<file path="src/rtl/sdram_cmd_pkg.sv">
package sdram_cmd_pkg;

  // Operation codes; the launched command code equals the operation code.
  localparam logic [2:0] OP_NORMAL = 3'd0;
  localparam logic [2:0] OP_NOP    = 3'd1;
  localparam logic [2:0] OP_PALL   = 3'd2;
  localparam logic [2:0] OP_LOAD   = 3'd3;
  localparam logic [2:0] OP_AREF   = 3'd4;

  // Codes 1..4 turn the next host write into a command.
  function automatic logic is_cmd_code(input logic [2:0] code);
    return (code >= OP_NOP) && (code <= OP_AREF);
  endfunction

  // Value loaded into the down-counter so that expiry comes every n cycles.
  function automatic logic [15:0] reload_of(input logic [15:0] n);
    return (n == 16'd0) ? 16'd0 : n - 16'd1;
  endfunction

endpackage

</file>
<file path="src/rtl/sdram_cmd_regs.sv">
module sdram_cmd_regs
  import sdram_cmd_pkg::*;
#(
  parameter int DATA_W = 16,
  parameter int CNT_W  = 12
) (
  input  logic              clk,
  input  logic              rst_n,
  input  logic              cfg_we,
  input  logic              cfg_sel,
  input  logic [DATA_W-1:0] cfg_wdata,
  output logic [DATA_W-1:0] cfg_rdata,
  output logic [2:0]        op_code,
  output logic [CNT_W-1:0]  interval,
  output logic              interval_wr,
  output logic [CNT_W-1:0]  interval_new
);

  logic [2:0]       op_q;
  logic [CNT_W-1:0] ival_q;

  assign interval_wr  = cfg_we && cfg_sel;
  assign interval_new = cfg_wdata[CNT_W-1:0];

  always_ff @(posedge clk or negedge rst_n) begin
    if (!rst_n) begin
      op_q   <= OP_NORMAL;
      ival_q <= '0;
    end else if (cfg_we) begin
      if (cfg_sel) ival_q <= interval_new;
      else         op_q   <= cfg_wdata[2:0];
    end
  end

  always_comb begin
    cfg_rdata = '0;
    if (cfg_sel) cfg_rdata[CNT_W-1:0] = ival_q;
    else         cfg_rdata[2:0]       = op_q;
  end

  assign op_code  = op_q;
  assign interval = ival_q;

endmodule

</file>
<file path="src/rtl/sdram_refresh_tmr.sv">
module sdram_refresh_tmr
  import sdram_cmd_pkg::*;
#(
  parameter int CNT_W = 12
) (
  input  logic             clk,
  input  logic             rst_n,
  input  logic             run,
  input  logic [CNT_W-1:0] interval,
  input  logic             interval_wr,
  input  logic [CNT_W-1:0] interval_new,
  input  logic             ref_taken,
  output logic             ref_pend,
  output logic             expire
);

  logic [CNT_W-1:0] tmr_q;
  logic             pend_q;

  function automatic logic [CNT_W-1:0] rl(input logic [CNT_W-1:0] n);
    logic [15:0] w;
    w = reload_of(16'(n));
    return w[CNT_W-1:0];
  endfunction

  assign expire = run && (interval != '0) && (tmr_q == '0);

  always_ff @(posedge clk or negedge rst_n) begin
    if (!rst_n) begin
      tmr_q  <= '0;
      pend_q <= 1'b0;
    end else begin
      if (interval_wr)                      tmr_q <= rl(interval_new);
      else if (!run || interval == '0)      tmr_q <= rl(interval);
      else if (tmr_q == '0)                 tmr_q <= rl(interval);
      else                                  tmr_q <= tmr_q - 1'b1;

      if (!run)          pend_q <= 1'b0;
      else if (expire)   pend_q <= 1'b1;
      else if (ref_taken) pend_q <= 1'b0;
    end
  end

  assign ref_pend = pend_q;

endmodule

</file>
<file path="src/rtl/sdram_cmd_launch.sv">
module sdram_cmd_launch
  import sdram_cmd_pkg::*;
#(
  parameter int ADDR_W = 24,
  parameter int ROW_LSB = 10,
  parameter int ROW_W  = 12,
  parameter int BA_LSB = 22,
  parameter int BANK_W = 2
) (
  input  logic              clk,
  input  logic              rst_n,
  input  logic [2:0]        op_code,
  input  logic              host_valid,
  input  logic [ADDR_W-1:0] host_addr,
  input  logic              ref_pend,
  output logic              cmd_mode,
  output logic              host_ready,
  output logic              trig,
  output logic              ref_launch,
  output logic              cmd_valid,
  output logic [2:0]        cmd_op,
  output logic [BANK_W-1:0] cmd_ba,
  output logic [ROW_W-1:0]  cmd_a,
  output logic              mem_clk_on
);

  logic              cv_q, ack_q, cke_q;
  logic [2:0]        op_q;
  logic [BANK_W-1:0] ba_q;
  logic [ROW_W-1:0]  a_q;

  function automatic logic [BANK_W-1:0] bank_of(input logic [ADDR_W-1:0] addr);
    return addr[BA_LSB +: BANK_W];
  endfunction

  function automatic logic [ROW_W-1:0] row_of(input logic [ADDR_W-1:0] addr);
    return addr[ROW_LSB +: ROW_W];
  endfunction

  assign cmd_mode   = is_cmd_code(op_code);
  assign trig       = host_valid && cmd_mode && !cv_q;
  assign ref_launch = ref_pend && !cmd_mode && !cv_q;
  assign host_ready = !cmd_mode || ack_q;

  always_ff @(posedge clk or negedge rst_n) begin
    if (!rst_n) begin
      cv_q  <= 1'b0;
      ack_q <= 1'b0;
      cke_q <= 1'b0;
      op_q  <= '0;
      ba_q  <= '0;
      a_q   <= '0;
    end else begin
      cv_q  <= trig || ref_launch;
      ack_q <= trig;
      if (trig && op_code == OP_NOP) cke_q <= 1'b1;
      if (trig) begin
        op_q <= op_code;
        ba_q <= (op_code == OP_LOAD) ? bank_of(host_addr) : '0;
        a_q  <= (op_code == OP_LOAD) ? row_of(host_addr)  : '0;
      end else if (ref_launch) begin
        op_q <= OP_AREF;
        ba_q <= '0;
        a_q  <= '0;
      end else begin
        op_q <= '0;
        ba_q <= '0;
        a_q  <= '0;
      end
    end
  end

  assign cmd_valid  = cv_q;
  assign cmd_op     = op_q;
  assign cmd_ba     = ba_q;
  assign cmd_a      = a_q;
  assign mem_clk_on = cke_q;

endmodule

</file>
<file path="src/rtl/sdram_cmd_front.sv">
module sdram_cmd_front
  import sdram_cmd_pkg::*;
#(
  parameter int DATA_W = 16,
  parameter int COL_W  = 9,
  parameter int ROW_W  = 12,
  parameter int BANK_W = 2,
  parameter int CNT_W  = 12,
  localparam int BYTE_LSB = $clog2(DATA_W / 8),
  localparam int ROW_LSB  = BYTE_LSB + COL_W,
  localparam int BA_LSB   = ROW_LSB + ROW_W,
  localparam int ADDR_W   = BA_LSB + BANK_W
) (
  input  logic              clk,
  input  logic              rst_n,
  input  logic              cfg_we,
  input  logic              cfg_sel,
  input  logic [DATA_W-1:0] cfg_wdata,
  output logic [DATA_W-1:0] cfg_rdata,
  input  logic              host_valid,
  input  logic [ADDR_W-1:0] host_addr,
  input  logic [DATA_W-1:0] host_wdata,
  output logic              host_ready,
  output logic              mem_wr_valid,
  output logic [ADDR_W-1:0] mem_wr_addr,
  output logic [DATA_W-1:0] mem_wr_data,
  output logic              cmd_valid,
  output logic [2:0]        cmd_op,
  output logic [BANK_W-1:0] cmd_ba,
  output logic [ROW_W-1:0]  cmd_a,
  output logic              mem_clk_on
);

  // Internal events, named for the checker.
  logic [2:0]       op_code;
  logic [CNT_W-1:0] interval, interval_new;
  logic             interval_wr;
  logic             cmd_mode, mode_normal;
  logic             trig, ref_launch, ref_pend, expire;

  sdram_cmd_regs #(.DATA_W(DATA_W), .CNT_W(CNT_W)) u_regs (
    .clk(clk), .rst_n(rst_n),
    .cfg_we(cfg_we), .cfg_sel(cfg_sel), .cfg_wdata(cfg_wdata),
    .cfg_rdata(cfg_rdata), .op_code(op_code), .interval(interval),
    .interval_wr(interval_wr), .interval_new(interval_new)
  );

  assign mode_normal = !cmd_mode;

  sdram_refresh_tmr #(.CNT_W(CNT_W)) u_tmr (
    .clk(clk), .rst_n(rst_n), .run(mode_normal),
    .interval(interval), .interval_wr(interval_wr),
    .interval_new(interval_new), .ref_taken(ref_launch),
    .ref_pend(ref_pend), .expire(expire)
  );

  sdram_cmd_launch #(
    .ADDR_W(ADDR_W), .ROW_LSB(ROW_LSB), .ROW_W(ROW_W),
    .BA_LSB(BA_LSB), .BANK_W(BANK_W)
  ) u_launch (
    .clk(clk), .rst_n(rst_n), .op_code(op_code),
    .host_valid(host_valid), .host_addr(host_addr), .ref_pend(ref_pend),
    .cmd_mode(cmd_mode), .host_ready(host_ready), .trig(trig),
    .ref_launch(ref_launch), .cmd_valid(cmd_valid), .cmd_op(cmd_op),
    .cmd_ba(cmd_ba), .cmd_a(cmd_a), .mem_clk_on(mem_clk_on)
  );

  assign mem_wr_valid = host_valid && mode_normal;
  assign mem_wr_addr  = host_addr;
  assign mem_wr_data  = host_wdata;

endmodule

</file>
<file path="config.mk">
export PLATFORM = sky130hd
export DESIGN_NAME = sdram_cmd_front
export DESIGN_NICKNAME = d
export VERILOG_FILES = /design/src/rtl/sdram_cmd_pkg.sv /design/src/rtl/sdram_cmd_regs.sv /design/src/rtl/sdram_refresh_tmr.sv /design/src/rtl/sdram_cmd_launch.sv /design/src/rtl/sdram_cmd_front.sv
export SDC_FILE = /design/constraint.sdc
export NUM_CORES = 1
export LEC_CHECK = 0
export BUFFER_PORTS_ARGS = -buffer_cell sky130_fd_sc_hd__clkbuf_2
export CAP_MARGIN = 10
export CORE_AREA = 2 2 102 64
export CTS_CLUSTER_DIAMETER = 30
export CTS_CLUSTER_SIZE = 16
export DETAILED_ROUTE_END_ITERATION = 10
export DIE_AREA = 0 0 104 66
export GPL_TIMING_DRIVEN = 0
export PLACE_DENSITY = 0.84
export SETUP_SLACK_MARGIN = 0.1
export SLEW_MARGIN = 20
export SYNTH_ARGS = -nofsm -noshare
export SYNTH_HDL_FRONTEND = slang
export SYNTH_SLANG_ARGS = --single-unit
</file>
<file path="constraint.sdc">
create_clock -name clk -period 5.2 [get_ports clk]
set_input_delay 1.04 -clock clk [delete_from_list [all_inputs] [get_ports clk]]
set_output_delay 1.04 -clock clk [all_outputs]
set_load 0.03 [all_outputs]
</file>
==> flow_metrics.tcl <==
set metrics [dict create \
    slew_headroom_pct 46.1 \
    period_minus_slack_ns 2.94 \
    crit_type "primary input to primary output" \
    synth_area_um2 2960 \
    grt_usage_pct 20.7 \
    start_kind "primary input" \
    layout_common_cells "clkbuf_2 (101), dfrtp_1 (48), buf_4 (45), nand2_1 (17), xor2_1 (15)" \
    setup_tns_ns 0 \
    p_total_mw 1.27 \
    seq_area_frac_synth_pct 40.6 \
    rows 22 \
    syn_to_final_growth_pct 25.7 \
    finalMaxSlewViolations 0 \
    setup_viol 0 \
    p_per_area_nw_per_um2 343 \
    ys_warn_count 0 \
    finalHoldViolCount 0 \
    rsz0062_at_grt "no" \
    ios 138 \
    synth_seq_cells 48 \
    final_common_cell "clkbuf_2" \
    worstMarginPinSlew_ns 0.802 \
    cts_tree "built" \
    place_ws_ns 2.26 \
    cts_buffers 5 \
    grt_first_pass_wirelength_mm 11.1 \
    ant_nets 0 \
    drc 0 \
    cts_buffer_depth 2 \
    required_ns 4.16 \
    grt_max_degree 49 \
    end_kind "primary output" \
    core_um2 5950 \
    fin_skew_ns 0.0124 \
    grt_overflow 0 \
    fin_util_pct 62.5 \
    clock-sinks 48 \
    cp_max_fo 10 \
    postCtsSetupRepairBufs 0 \
    netlist_instances 288 \
    vias 2471 \
    synth_cell_types 45 \
    clk_pin_slew_ns 0.08 \
    wire_per_inst_um 14.7 \
    drt_first_pass_iters 4 \
    io_buffers 102 \
    diodes 0 \
    worstPathArrival_ns 1.90 \
    clk_latency_ns 0.31 \
    r2r_cells 5 \
    dp_hpwl_mm 5.55 \
    drtIter0Drc 179 \
    start_util_pct 49.7 \
    finalCritPeriodShare_pct 56.5 \
    hold_ws_ns 0.458 \
    ir_worst_vdd_uv 159 \
    dieHeight_um 66 \
    hp-class "flop to flop" \
    layout.cells.non_filler 484 \
    drive_above_1_share_pct 45.0 \
    final_area_um2 3710 \
    die_x_um 104 \
    drt_wl_total_mm 7.14 \
    leakage_nw 1.92 \
    cts_htree_levels 2 \
    routabilityCongestion 0.915 \
    postCtsHoldBufs 0 \
    outcome "complete, no violations" \
    fin_nets 467 \
    drv_cap 0 \
    dieArea_um2 6860 \
    viasPerCell 5.11 \
    hold_path_depth 1 \
    grt_pass1_vias 2313 \
    ctsResizeCount 0 \
    antenna_found_initial 0 \
    cts_root_buf "clkbuf_8" \
    timing.fmax_mhz 341 \
    layout_setup_ws_ns 2.26 \
    dp.cells 477 \
    place_area_um2 3580 \
    synth.avg_cell_area_um2 10.3 \
]
## registers in the layout, indices dropped and copies added, names as in the netlist
name and flops:
u_launch.cmd_a 12, u_regs.interval 12, u_tmr.tmr_q 12, u_launch.cmd_op 3, u_regs.op_code 3, u_launch.cmd_ba 2, u_launch.ack_q 1, u_launch.cmd_valid 1
u_launch.mem_clk_on 1, u_tmr.ref_pend 1
## power by group
group	switching [mW]	internal, mW	total, mW
clock	0.120	0.189	0.310
combinational	0.262	0.188	0.450
sequential	0.0808	0.433	0.514
## cells in the mapped netlist (all sizes together)
library cell,count,area share (%)
buf,48,12
dfrtp,48,41
nand2,17,2.2
mux2,15,5.7
xor2,15,4.4
and3,14,3.0
mux2i,12,4.1
o22ai,12,2.8
xnor2,12,3.6
and2,10,2.1
nor2,10,1.3
nor4,10,2.6
inv,7,0.89
nand3,7,1.4
ha,6,2.5
o21ai,6,1.0
a21oi,4,0.68
clkbuf,4,0.51
nor3,4,0.85
nor3b,4,1.0
or4,4,1.4
nand2b,3,0.64
nand4,2,0.42
nor4b,2,1.1
or3,2,0.42
a211oi,1,0.25
a21o,1,0.25
a41o,1,0.34
and4bb,1,0.42
conb,1,0.13
nand3b,1,0.25
nand4b,1,0.30
nor2b,1,0.21
o31a,1,0.30
o31ai,1,0.25
## kinds of logic after synthesis
group,count (synthesis),share of synthesized area [%]
simple gates,93,19.5
buf+inv,59,13.5
flops,48,40.6
compound gates,27,5.84
xor+xnor,27,8.00
mux,27,9.78
fa+ha+maj,6,2.54
other cells,1,0.127
## critical path: stages
cell      delay [ns]
buf_6           0.09
clkbuf_1        0.33
nand2_1         0.10
o21ai_0         0.09
clkbuf_2        0.23
## path summary, 6_finish.rpt
kind                       slack (ns)                 from             endpoint
max reg2reg                      3.06   u_regs.interval[4]       u_tmr.tmr_q[5]
max                              2.26              cfg_sel         cfg_rdata[1]
min                              0.46  u_launch.mem_clk_on  u_launch.mem_clk_on
min in group asynchronous        0.77                rst_n    u_regs.op_code[1]
max in group asynchronous        4.00                rst_n       u_tmr.tmr_q[5]
min reg2reg                      0.46  u_launch.mem_clk_on  u_launch.mem_clk_on
## layer usage
layer | part of all wire, % | track usage (%) | vias up
met4 | 2.1 | 7.94 | 0
li1 | - | - | 1181
met1 | 45 | 28.9 | 1187
met3 | 6.6 | 2.76 | 14
met5 | 0 | 0 | -
met2 | 46 | 33.3 | 89
## cell type report
type | count | area (um2)
Inverter | 7 | 26.3
Fill cell | 486 | 2230
Tap cell | 84 | 105
Timing Repair Buffer | 102 | 513
Multi-Input combinational cell | 184 | 1370
Clock inverter | 2 | 60.1
Clock buffer | 5 | 68.8
Sequential cell | 48 | 1200
Buffer | 52 | 374
Power figures use the tool's default switching activity.
